<file path="config.mk">
export PLATFORM = sky130hd
export DESIGN_NAME = trig_align_gate
export DESIGN_NICKNAME = d
export VERILOG_FILES = /design/src/rtl/trig_align_gate_pkg.sv /design/src/rtl/gate_dly_cnt.sv /design/src/rtl/gate_fsm.sv /design/src/rtl/gate_out_stage.sv /design/src/rtl/trig_align_gate.sv
export SDC_FILE = /design/constraint.sdc
export NUM_CORES = 1
export LEC_CHECK = 0
export ABC_AREA = 0
export CORE_ASPECT_RATIO = 0.7
export CORE_MARGIN = 5
export CORE_UTILIZATION = 24
export DETAILED_ROUTE_END_ITERATION = 8
export PLACE_DENSITY = 0.54
export RECOVER_POWER = 100
export SLEW_MARGIN = 30
export SYNTH_ARGS = -nofsm -noshare
export SYNTH_HDL_FRONTEND = slang
export SYNTH_HIERARCHICAL = 1
export SYNTH_SLANG_ARGS = --single-unit
export TNS_END_PERCENT = 100
</file>
<file path="constraint.sdc">
create_clock -name clk -period 2.5 [get_ports clk]
set_input_delay 0.375 -clock clk [delete_from_list [all_inputs] [get_ports clk]]
set_output_delay 0.375 -clock clk [all_outputs]
set_load 0.02 [all_outputs]
</file>
<file path="src/rtl/trig_align_gate_pkg.sv">
package trig_align_gate_pkg;

  typedef enum logic [2:0] {
    ST_IDLE   = 3'd0,
    ST_SETTLE = 3'd1,
    ST_ARMED  = 3'd2,
    ST_DELAY  = 3'd3,
    ST_STREAM = 3'd4
  } gate_st_e;

endpackage

</file>
<file path="src/rtl/gate_dly_cnt.sv">
module gate_dly_cnt #(
  parameter int DLY_W = 12
) (
  input  logic             clk,
  input  logic             rst,
  input  logic             load,
  input  logic [DLY_W-1:0] cfg,
  input  logic             clr,
  input  logic             inc,
  output logic             hit,
  output logic [DLY_W-1:0] dly_q
);

  logic [DLY_W-1:0] cnt_q;

  // delay value is captured on sync only
  always_ff @(posedge clk) begin
    if (rst) begin
      dly_q <= '0;
      cnt_q <= '0;
    end else begin
      if (load) dly_q <= cfg;
      if (clr)      cnt_q <= '0;
      else if (inc) cnt_q <= cnt_q + 1'b1;
    end
  end

  assign hit = (cnt_q == dly_q);

endmodule

</file>
<file path="src/rtl/gate_fsm.sv">
module gate_fsm
  import trig_align_gate_pkg::*;
(
  input  logic     clk,
  input  logic     rst,
  input  logic     sync_i,
  input  logic     stop_i,
  input  logic     trig_i,
  input  logic     vld_i,
  input  logic     hit_i,
  output gate_st_e st_o,
  output logic     ready_o,
  output logic     err_o,
  output logic     emit_o,
  output logic     cnt_clr_o,
  output logic     cnt_inc_o
);

  gate_st_e st_q, st_d;
  logic     quiet;
  logic     take_trig;

  assign quiet     = sync_i | stop_i;
  assign take_trig = (st_q == ST_ARMED) & trig_i & ~quiet;

  always_comb begin
    st_d = st_q;
    if (sync_i) begin
      st_d = ST_SETTLE;
    end else if (stop_i) begin
      st_d = ST_IDLE;
    end else begin
      case (st_q)
        ST_SETTLE: if (hit_i)          st_d = ST_ARMED;
        ST_ARMED:  if (trig_i)         st_d = ST_DELAY;
        ST_DELAY:  if (vld_i && hit_i) st_d = ST_STREAM;
        default:   st_d = st_q;
      endcase
    end
  end

  always_comb begin
    emit_o = 1'b0;
    if (!quiet && vld_i) begin
      if (st_q == ST_STREAM)              emit_o = 1'b1;
      else if (st_q == ST_DELAY && hit_i) emit_o = 1'b1;
    end
  end

  assign cnt_clr_o = sync_i | take_trig;
  assign cnt_inc_o = vld_i & ~hit_i & ~quiet &
                     ((st_q == ST_SETTLE) | (st_q == ST_DELAY));

  always_ff @(posedge clk) begin
    if (rst) begin
      st_q    <= ST_IDLE;
      ready_o <= 1'b0;
      err_o   <= 1'b0;
    end else begin
      st_q    <= st_d;
      ready_o <= (st_d == ST_ARMED);
      if (sync_i)
        err_o <= 1'b0;
      else if (trig_i && st_q == ST_SETTLE)
        err_o <= 1'b1;
    end
  end

  assign st_o = st_q;

endmodule

</file>
<file path="src/rtl/gate_out_stage.sv">
module gate_out_stage #(
  parameter int DATA_W = 16
) (
  input  logic              clk,
  input  logic              rst,
  input  logic              emit,
  input  logic [DATA_W-1:0] dat_i,
  output logic              vld_o,
  output logic [DATA_W-1:0] dat_o
);

  always_ff @(posedge clk) begin
    if (rst) begin
      vld_o <= 1'b0;
      dat_o <= '0;
    end else begin
      vld_o <= emit;
      if (emit) dat_o <= dat_i;
    end
  end

endmodule

</file>
<file path="src/rtl/trig_align_gate.sv">
module trig_align_gate
  import trig_align_gate_pkg::*;
#(
  parameter int DATA_W = 16,
  parameter int DLY_W  = 12
) (
  input  logic              clk,
  input  logic              rst,
  input  logic              sync_i,
  input  logic              stop_i,
  input  logic              trig_i,
  input  logic [DLY_W-1:0]  dly_cfg_i,
  input  logic              smp_vld_i,
  input  logic [DATA_W-1:0] smp_dat_i,
  output logic              out_vld_o,
  output logic [DATA_W-1:0] out_dat_o,
  output logic              ready_o,
  output logic              early_err_o
);

  gate_st_e         st;
  logic             hit, emit, cnt_clr, cnt_inc;
  logic [DLY_W-1:0] dly_lat;

  gate_fsm u_fsm (
    .clk       (clk),
    .rst       (rst),
    .sync_i    (sync_i),
    .stop_i    (stop_i),
    .trig_i    (trig_i),
    .vld_i     (smp_vld_i),
    .hit_i     (hit),
    .st_o      (st),
    .ready_o   (ready_o),
    .err_o     (early_err_o),
    .emit_o    (emit),
    .cnt_clr_o (cnt_clr),
    .cnt_inc_o (cnt_inc)
  );

  gate_dly_cnt #(.DLY_W(DLY_W)) u_cnt (
    .clk   (clk),
    .rst   (rst),
    .load  (sync_i),
    .cfg   (dly_cfg_i),
    .clr   (cnt_clr),
    .inc   (cnt_inc),
    .hit   (hit),
    .dly_q (dly_lat)
  );

  gate_out_stage #(.DATA_W(DATA_W)) u_out (
    .clk   (clk),
    .rst   (rst),
    .emit  (emit),
    .dat_i (smp_dat_i),
    .vld_o (out_vld_o),
    .dat_o (out_dat_o)
  );

endmodule

</file>
-- Word-level counts from Yosys, hierarchy flattened
Index checks and enable logic that the tools add are counted.
- add/subtract/negate cells: 1
- equality and inequality tests: 6
- multiplexer cells: 9
- bitwise operators: 10
- reductions and logical operators: 7
- operators by type and width (operator ; number):
    $mux W3 ; 5
    $add A12 B1 Y12 const B ; 1
    $eq A12 B12 Y1 ; 1
    $eq A3 B2 Y1 const B ; 3
    $pmux W3 S3 ; 1
    $and A1 B1 Y1 ; 5
    $logic_and A1 B1 Y1 ; 4
    $reduce_or A2 Y1 ; 2
    $eq A3 B1 Y1 const B ; 1
    $eq A3 B3 Y1 const B ; 1
    $mux W1 ; 3
    $or A1 B1 Y1 ; 3
    $not A1 Y1 ; 2
    $logic_not A1 Y1 ; 1
- bits in registers: 46
- output and inout port bits: 19

-- Logic depth before layout (Yosys ltp)
Gate-level depths: netlist of run 1.
- depth after elaboration: 7
- gate-level depth with buffers: 10
- mapped depth without buffers: 7

-- Hierarchy
Netlist of run 1, hierarchy kept.
- by module, submodules not included (module ; instances ; cells an instance ; area each (um2)):
    gate_dly_cnt ; 1 ; 115 ; 1101.1
    gate_out_stage ; 1 ; 54 ; 608.1
    gate_fsm ; 1 ; 33 ; 312.8

-- Least setup slack after synthesis of run 1
No wires, ideal clock.
- kind: reg-to-reg
- start point: reg u_cnt.cnt_q[3]
- end point: reg u_out.dat_o[10]
- setup time: 0.117 ns
- data arrival time: 1.885 ns
- required time: 2.383 ns
- setup slack: 0.498 ns
- stages on the path, launching flop included: 11
- cell sequence: dfxtp_1 -> clkbuf_2 -> xnor2_1 -> nand4_1 -> nor3_1 -> a32oi_1 -> nor2_1 -> buf_6 -> buf_12 -> mux2i_1 -> nor2_1
- longest elaborated chain between the ends: 5
- ends and longest elaborated chain (item ; line ; RTL):
    from (decl) ; gate_dly_cnt.sv:14 ; logic [DLY_W-1:0] cnt_q;
    from (signal assigned) ; gate_dly_cnt.sv:24 ; else if (inc) cnt_q <= cnt_q + 1'b1;
    $eq A12 B12 Y1 ; gate_dly_cnt.sv:28 ; assign hit = (cnt_q == dly_q);
    net hit ; trig_align_gate.sv:22 ; logic hit, emit, cnt_clr, cnt_inc;
    $logic_and A1 B1 Y1 ; gate_fsm.sv:46 ; else if (st_q == ST_DELAY && hit_i) emit_o = 1'b1;
    $mux W1 ; gate_fsm.sv:46 ;
    $mux W1 ; gate_fsm.sv:45 ; if (st_q == ST_STREAM) emit_o = 1'b1;
    $mux W1 ; gate_fsm.sv:44 ; if (!quiet && vld_i) begin
    net emit ; trig_align_gate.sv:22 ;
    to (signal assigned) ; gate_out_stage.sv:18 ; if (emit) dat_o <= dat_i;
    to (decl) ; gate_out_stage.sv:9 ; output logic [DATA_W-1:0] dat_o
The timed path passes the listed nets, and every way through them passes these cells.
A chain may end at the register's enable or synchronous reset.

-- Worst setup path after layout of run 1
- start point: in sync_i
- end point: reg u_cnt.cnt_q[3]
- longest elaborated chain between the ends: 5
- elaborated cells between the ends (all ways): 7
- ends and longest elaborated chain (item ; line ; RTL):
    from (decl) ; trig_align_gate.sv:9 ; input logic sync_i,
    $or A1 B1 Y1 ; gate_fsm.sv:23 ; assign quiet = sync_i | stop_i;
    $not A1 Y1 ; gate_fsm.sv:24 ; assign take_trig = (st_q == ST_ARMED) & trig_i & ~quiet;
    $and A1 B1 Y1 ; gate_fsm.sv:24 ;
    $or A1 B1 Y1 (*) ; gate_fsm.sv:50 ; assign cnt_clr_o = sync_i | take_trig;
    net cnt_clr ; trig_align_gate.sv:22 ;
    $reduce_or A2 Y1 (no source line) (*) ; n/a ;
Mark *: on every way through the listed nets, which the timed path passes. The rest lies on a longest branch.

==> flow_summary.ini, run 1 <==
[final_layout]
nNetsFinal = 296
stdcell_count = 366
syn_to_final_growth_pct = 38.3
diodes = 0
drive_gt1_share_pct = 8.43

[power]
power.leakage_nw = 1.06
p_per_area_nw_per_um2 = 539
total_power_mw = 1.51
vdd_drop_max_v = 0.000242

[clocking]
insertion_delay_ns = 0.28
cts_setup_buffers = 0
htree_levels = 2
numCtsBuffers = 5
clock-sinks = 46
cts-resized-gates = 0
cts_root_buffer = clkbuf_16
clk_path_buf_depth = 2
cts_tree = yes
cts_hold_buf = 0
clk_pin_slew_ns = 0.06

[global_routing]
grt-ovfl-total = 0
grt_max_degree = 22
grt_pass1_wl_mm = 7.83
grt_pass1_vias = 1619
antenna_found_initial = 0
gr-usage-all-layers_pct = 9.36

[sta]
holdWs_ns = 0.482
setup_viol = 0
slew_headroom_pct = 25.9
fin_crit_sh_pct = 87.9
fmax_mhz = 455
fin_skew_ns = 0.00601
rsz0062_at_grt = false
worstMarginPinSlew_ns = 1.11
hold_violations = 0
final_max_slew_viol_count = 0
finalSetupTns_ns = 0
fin_ws_ns = 0.302
min_period_ns = 2.20

[routing]
wire_per_inst_um = 12.7
drt-initial-drc-count = 114
firstDrtPassIters = 4
vias = 1573
viasPerCell = 4.30
ant_nets = 0
drc = 0
totalWireLength_mm = 4.63

[floorplanning]
fp.dieW_um = 120
die_y_um = 86.8
die_area_um2 = 10400
placeableCoreArea_um2 = 8340
start_util_pct = 24.2
num_rows = 28
io_pins = 53

[yosys]
async_reset_ff_share_pct = 0
synthTopCellsByArea = dfxtp_1 46%, mux2i_1 15%, nor2_1 7.4%
synth-seq-cells = 46
syn-num-nets = 237
synth-edff-count = 0
synth_cell_types = 36
yosysSeqAreaShare_pct = 45.5
ys_warn_count = 6
yosysTopAreaCellShare_pct = 45.5
synth.largest_area_cell = dfxtp_1
synthesis.instances = 202
syn-mean-instance-area_um2 = 10.0
syn_area_um2 = 2020
synthFlopType = dfxtp_1

[status]
outcome = finished clean

[placement]
dp.cells = 359
preCtsSetupSlack_ns = 0.147
post-dp-hpwl_mm = 3.45
portBuffers = 52
gp_congestion = 0.763

[critical_path]
cpPeakStageDelay_ns = 0.83
crit_required_ns = 2.66
cp_num_buf_inv = 2
critPathMaxFanout = 16
worstSetupEndpointType = flop
critPathLaunchType = input pin
crit_type = input pin to flop
path_cells = dlygate4sd3_1 > clkbuf_1 > a31o_2 > or2_2 > nor2_1
crit_family = buffers and inverters
arrival_ns = 2.36
slowest_stage = clkbuf_1

[min_path]
min_path_type = flop to flop

[flow_run]
cap_violations = 0
-- where the power goes --
group	internal [mW]	switching (mW)
registers	0.746	0.0102
clock network	0.365	0.254
logic	0.0795	0.0523
-- registers in the layout (all words and copies together) (netlist names) --
register	cells
u_out/dat_o	16
u_fsm/ready_o	1
u_cnt/cnt_q	12
u_cnt/dly_q	12
u_out/vld_o	1
u_fsm/err_o	1
u_fsm/st_o	3
-- layout by cell type, fill, tap and decap left out, types with 2 or more instances in the layout --
cell and n:
dfxtp_1 46, nor2_1 39, clkdlybuf4s50_1 32, mux2i_1 31, dlygate4sd3_1 20, xnor2_1 13, buf_4 7, a21oi_1 7
nand2_1 6, clkbuf_16 5, nand4_1 4, inv_1 4, or3_1 4, clkbuf_1 3, nor3_1 3, nand3_1 3
o31ai_1 3, or4_1 3, o21ai_0 3, xor2_1 3, nor2b_1 3, nand4_4 2
-- final timing paths --
check	startpoint	end	slack (ns)	cells past startpoint
worst max-delay path	sync_i	u_cnt/cnt_q[3]	0.30	5
worst min-delay path	u_cnt/cnt_q[11]	u_cnt/cnt_q[11]	0.48	2
worst max register to register	u_cnt/cnt_q[1]	u_fsm/ready_o	0.32	7
worst min register to register	u_cnt/cnt_q[11]	u_cnt/cnt_q[11]	0.48	2
-- metrics by stage --
| stage | utilization [%] | area, µm² |
|---|---|---|
| global route | 33.5 | 2800 |
| finish | 33.5 | 2800 |
| global placement | 32.2 | 2690 |
| CTS | 33.9 | 2830 |
| floorplan | - | 2020 |
| detailed placement | 32.2 | 2690 |
-- worst reg2reg max path, delay by kind of cell (launching register included) --
family,cells,cell delay (ns)
AND/OR/NAND/NOR,3,0.51
XOR/XNOR,1,0.15
flip-flops,1,0.45
buffers and inverters,1,0.24
AO/OA/AOI/OAI,2,0.76
-- synth_stat cells, drive strengths merged, types with 4 or more instances --
library cell and n:
a21oi 7, buf 6, clkbuf 4, dfxtp 46, inv 4, mux2i 31, nand2 6, nand4 6
nor2 40, nor2b 4, or3 4, xnor2 13
-- kinds of logic after synthesis --
logic type	synth area share, %
AND/OR/NAND/NOR	20.0
AO/OA/AOI/OAI	7.05
flip-flops	45.5
XOR/XNOR	6.93
multiplexers	15.3
adder cells (fa/ha/maj)	0.619
buffers and inverters	4.46
-- final cells by class --
class	count	area, µm²
clock buffer	6	129
multi-input combinational	142	992
fill	864	5540
tap	105	131
sequential	46	921
inverter	4	15.0
timing repair buffer	62	601
clock inverter	1	7.51
-- per-layer routing --
metal  vias to the layer above  share of wire [%]  GRT usage [%]
met1                       711                 54           13.7
met4                         0               0.52           2.18
li1                        820                  -              -
met2                        40                 39           12.7
met3                         2                6.8           3.85
met5                         -                  0              0
(Power assumes the default switching activity.)
==> inputs of run 2 (changes only) <==
--- a/config.mk
+++ b/config.mk
@@ -7,9 +7,9 @@
 export LEC_CHECK = 0
 export ABC_AREA = 0
 export CORE_ASPECT_RATIO = 0.7
-export CORE_MARGIN = 5
 export CORE_UTILIZATION = 24
 export DETAILED_ROUTE_END_ITERATION = 8
+export MAX_ROUTING_LAYER = met4
 export PLACE_DENSITY = 0.54
 export RECOVER_POWER = 100
 export SLEW_MARGIN = 30
==> flow_summary.ini, run 2 (same netlist as run 1, synthesis figures left out) <==
[placement]
dp.cells = 354
gp_congestion = 0.768
preCtsSetupSlack_ns = 0.123
post-dp-hpwl_mm = 3.36
portBuffers = 52

[sta]
fin_crit_sh_pct = 89.1
hold_violations = 0
finalSetupTns_ns = 0
fmax_mhz = 449
rsz0062_at_grt = false
min_period_ns = 2.23
final_max_slew_viol_count = 0
setup_viol = 0
worstMarginPinSlew_ns = 1.19
fin_ws_ns = 0.271
fin_skew_ns = 0.00566
slew_headroom_pct = 20.9

[clocking]
cts_hold_buf = 0
cts_tree = yes
cts_setup_buffers = 0
numCtsBuffers = 5
htree_levels = 2
cts-resized-gates = 0
clock-sinks = 46
cts_root_buffer = clkbuf_16
insertion_delay_ns = 0.29
clk_path_buf_depth = 2
clk_pin_slew_ns = 0.07

[floorplanning]
fp.dieW_um = 112
num_rows = 27
io_pins = 53
die_area_um2 = 8800
start_util_pct = 25.3
placeableCoreArea_um2 = 8010
die_y_um = 78.8

[critical_path]
critPathLaunchType = input pin
reg2reg_depth = 9
timing.rr.end = u_out/dat_o[6]
crit_end = u_cnt/cnt_q[1]
worstSetupEndpointType = flop
crit_type = input pin to flop
crit_start = sync_i
r2r-start = u_cnt/cnt_q[1]
r2r_slack_ns = 0.34
arrival_ns = 2.40
critPathMaxFanout = 16
crit_required_ns = 2.67

[routing]
drt-initial-drc-count = 64
ant_nets = 0
viasPerCell = 4.38
wire_per_inst_um = 12.5
firstDrtPassIters = 6
drc = 2
totalWireLength_mm = 4.54
vias = 1586

[power]
p_per_area_nw_per_um2 = 555
vdd_drop_max_v = 0.000256
power.leakage_nw = 1.07
total_power_mw = 1.56

[flow_run]
cap_violations = 0

[final_layout]
layout_common_cells = 46 x dfxtp_1, 40 x nor2_1, 31 x clkdlybuf4s50_1, 31 x mux2i_1, 21 x dlygate4sd3_1
nNetsFinal = 295
largest_register = u_out/dat_o
largest_reg_flops = 16
final_common_cell = dfxtp_1
regArea_um2 = 921
diodes = 0
top_regs = u_out/dat_o x16, u_cnt/cnt_q x12, u_cnt/dly_q x12
syn_to_final_growth_pct = 38.7
drive_gt1_share_pct = 9.20
multi_input_area_um2 = 996
fillers = 810
stdcell_count = 362

[global_routing]
grt-ovfl-total = 0
grt_max_degree = 24
gr-usage-all-layers_pct = 11.1
antenna_found_initial = 0
grt_pass1_wl_mm = 7.46
grt_pass1_vias = 1505

[status]
outcome = finished, violations left
violations = DRC

[min_path]
min_path_type = flop to flop
-- run 2: critical path: stages --
cell and delay (ns):
dlygate4sd3_1 0.54, clkbuf_1 0.88, a31o_2 0.25, or2_2 0.26, nor2_1 0.08
-- run 2: metrics by stage --
stage	util [%]	hold slack, ns	instance area (µm²)
finish	35.0	0.490	2810
global route	35.0	0.521	2810
global placement	33.4	0.471	2680
CTS	35.3	0.495	2830
detailed placement	33.4	0.479	2680
floorplan	-	0.447	2020
-- run 2: cell type report --
cell class	count	share of cell area, %
flip-flops and latches	46	32.8
clock inverters	3	0.892
repair buffers	61	21.3
clock buffers	5	4.46
multi-input cells	142	35.5
inverters	4	0.535
well taps	101	4.50
-- run 2: power breakdown --
group | internal, mW | switching [mW]
Combinational | 0.0801 | 0.0508
Sequential | 0.746 | 0.0109
Clock | 0.376 | 0.293
-- run 2: per-layer routing --
metal | GRT usage [%] | up-vias | share of wire, % | wire [µm]
met5 | - | - | 0 | 0
met4 | 3.65 | 0 | 1.0 | 47
li1 | - | 818 | - | -
met1 | 15.3 | 730 | 52 | 2350
met2 | 15.5 | 33 | 43 | 1940
met3 | 2.98 | 5 | 4.5 | 203
-- run 2: how the worst min path moves through the flow --
stage,from,endpoint,slack (ns),cells after the start
6_report,u_out/dat_o[11],u_out/dat_o[11],0.49,2
5_1_grt,u_out/dat_o[5],u_out/dat_o[5],0.52,2
4_1_cts,u_cnt/cnt_q[11],u_cnt/cnt_q[11],0.50,2
3_5_place_dp,u_cnt/cnt_q[11],u_cnt/cnt_q[11],0.48,2
3_3_place_gp,u_out/dat_o[3],u_out/dat_o[3],0.47,2
2_1_floorplan,rst,u_cnt/dly_q[11],0.45,1
==> inputs of run 3 (changes only) <==
--- a/config.mk
+++ b/config.mk
@@ -10,8 +10,8 @@
 export CORE_UTILIZATION = 24
 export DETAILED_ROUTE_END_ITERATION = 8
 export MAX_ROUTING_LAYER = met4
-export PLACE_DENSITY = 0.54
-export RECOVER_POWER = 100
+export PLACE_DENSITY = 0.48
+export RECOVER_POWER = 50
 export SLEW_MARGIN = 30
 export SYNTH_ARGS = -nofsm -noshare
 export SYNTH_HDL_FRONTEND = slang
==> constraint.sdc (replaced) <==
create_clock -name clk -period 2.1 [get_ports clk]
set_input_delay 0.315 -clock clk [delete_from_list [all_inputs] [get_ports clk]]
set_output_delay 0.315 -clock clk [all_outputs]
set_load 0.02 [all_outputs]
==> flow_summary.ini, run 3 (same netlist as run 1, synthesis figures left out) <==
[status]
outcome = finished, violations left
violations = DRC

[global_routing]
grt_max_degree = 22
grt_pass1_wl_mm = 7.63
grt-busiest-layer = met1
met3_usage_pct = 2.90
antenna_found_initial = 0
met2_usage_pct = 14.9
gr-usage-met1_pct = 16.3
grt_pass1_vias = 1512
gr-usage-all-layers_pct = 11.3
grt-ovfl-total = 0

[final_layout]
drive_gt1_share_pct = 15.9
stdcell_count = 378
largest_reg_flops = 16
final_common_cell = dfxtp_1
largest_register = u_out/dat_o
syn_to_final_growth_pct = 45.0
top_regs = u_out/dat_o x16, u_cnt/cnt_q x12, u_cnt/dly_q x12
final_util_pct = 36.6
diodes = 0
nNetsFinal = 311
layout_common_cells = 44 x dfxtp_1, 39 x nor2_1, 34 x clkdlybuf4s50_1

[floorplanning]
placeableCoreArea_um2 = 8010
start_util_pct = 25.3
io_pins = 53
die_y_um = 78.8
num_rows = 27
die_area_um2 = 8800
fp.dieW_um = 112

[clocking]
htree_levels = 2
insertion_delay_ns = 0.29
cts_hold_buf = 0
cts_root_buffer = clkbuf_16
clock-sinks = 46
cts_tree = yes
clk_path_buf_depth = 2
clk_pin_slew_ns = 0.07
numCtsBuffers = 5

[sta]
finalSetupTns_ns = 0
fin_skew_ns = 0.00754
fin_crit_sh_pct = 91.9
rsz0062_at_grt = false
setup_viol = 0
slew_headroom_pct = 70.8
min_period_ns = 1.93
hold_violations = 0
final_max_slew_viol_count = 0
worstMarginPinSlew_ns = 0.438
fmax_mhz = 518
holdWs_ns = 0.491

[power]
total_power_mw = 1.86
p_per_area_nw_per_um2 = 636
vdd_drop_max_v = 0.000367
power.leakage_nw = 1.14

[routing]
wire_per_inst_um = 12.6
totalWireLength_mm = 4.78
vias = 1614
drc = 2
ant_nets = 0
viasPerCell = 4.27
drt-initial-drc-count = 67
firstDrtPassIters = 6

[critical_path]
path_cells = xnor2_1 > nand4_1 > nor3_1 > buf_4 > nor3b_2 > buf_4 > nand4_4 > or4_1 > a21oi_1
slowest_stage = or4_1
reg2reg_depth = 9
timing.rr.end = u_cnt/cnt_q[9]
crit_type = flop to flop
critPathLaunchType = flop
crit_required_ns = 2.32
cpPeakStageDelay_ns = 0.41
r2r-start = u_cnt/cnt_q[8]
arrival_ns = 2.15
worstSetupEndpointType = flop
r2r_slack_ns = 0.17
critPathMaxFanout = 7
cp_common_cell = buf_4

[min_path]
hp-start = u_out/dat_o[10]
hold_depth = 2
holdPathEnd = u_out/dat_o[10]
min_path_type = flop to flop

[flow_run]
cap_violations = 0

[placement]
gp_congestion = 0.771
post-dp-hpwl_mm = 3.47
dp.cells = 368
portBuffers = 52
==> run 3: cell count changes in the layout (fill, tap and decap cells not counted), moves of 2 or more <==
cell / change
dlygate4sd3_1: -3
clkdlybuf4s50_1: +3
dfxtp_1: -2
buf_4: +15
dfxtp_2: +2
==> run 3: through the flow <==
step	area, µm²	worst slack [ns]
floorplan	2020	0.0978
global placement	2780	-0.0969
detailed placement	2780	-0.121
CTS	2940	0.0949
global route	2930	0.0266
finish	2930	0.169
==> run 3: area by class of cell <==
type                            count  area (µm²)
Clock buffer                        5         125
Multi-Input combinational cell    142        1000
Timing Repair Buffer               77         714
Inverter                            4        15.0
Tap cell                          101         126
Sequential cell                    46         923
Fill cell                         801        5070
Clock inverter                      3        23.8
==> run 3: worst max-delay path: cells and delay by family, from the launching register on <==
| family | cells | cell delay [ns] |
|---|---|---|
| simple gates | 5 | 0.92 |
| flops | 1 | 0.35 |
| buf+inv | 2 | 0.33 |
| compound gates | 1 | 0.14 |
| xor+xnor | 1 | 0.12 |
==> run 3: worst max-delay path by stage <==
stage                   start         endpoint  depth (start not counted)
6_report       u_cnt/cnt_q[8]   u_cnt/cnt_q[9]                          9
4_1_cts        u_cnt/cnt_q[8]   u_cnt/cnt_q[9]                          9
2_1_floorplan  u_cnt/cnt_q[3]  u_out/dat_o[10]                         10
3_5_place_dp           sync_i   u_cnt/cnt_q[9]                          8
5_1_grt        u_cnt/cnt_q[8]   u_cnt/cnt_q[9]                          9
3_3_place_gp           sync_i   u_cnt/cnt_q[9]                          8
==> run 3: repair_timing <==
item                                    4_1_cts  5_1_grt
buffers inserted                              0        2
endpoints found under the setup margin        1        4
gates resized for setup                       1        2
endpoints found under the hold margin         0        0
==> run 3: power breakdown <==
group	switching [mW]	total (mW)	internal [mW]
Combinational	0.0638	0.165	0.101
Sequential	0.0119	0.900	0.888
Clock	0.355	0.800	0.445
==> run 3: per-layer routing <==
metal | routed length [µm] | part of all wire, %
met1 | 2630 | 55
met2 | 1930 | 40
met3 | 152 | 3.2
met4 | 59 | 1.2
met5 | 0 | 0
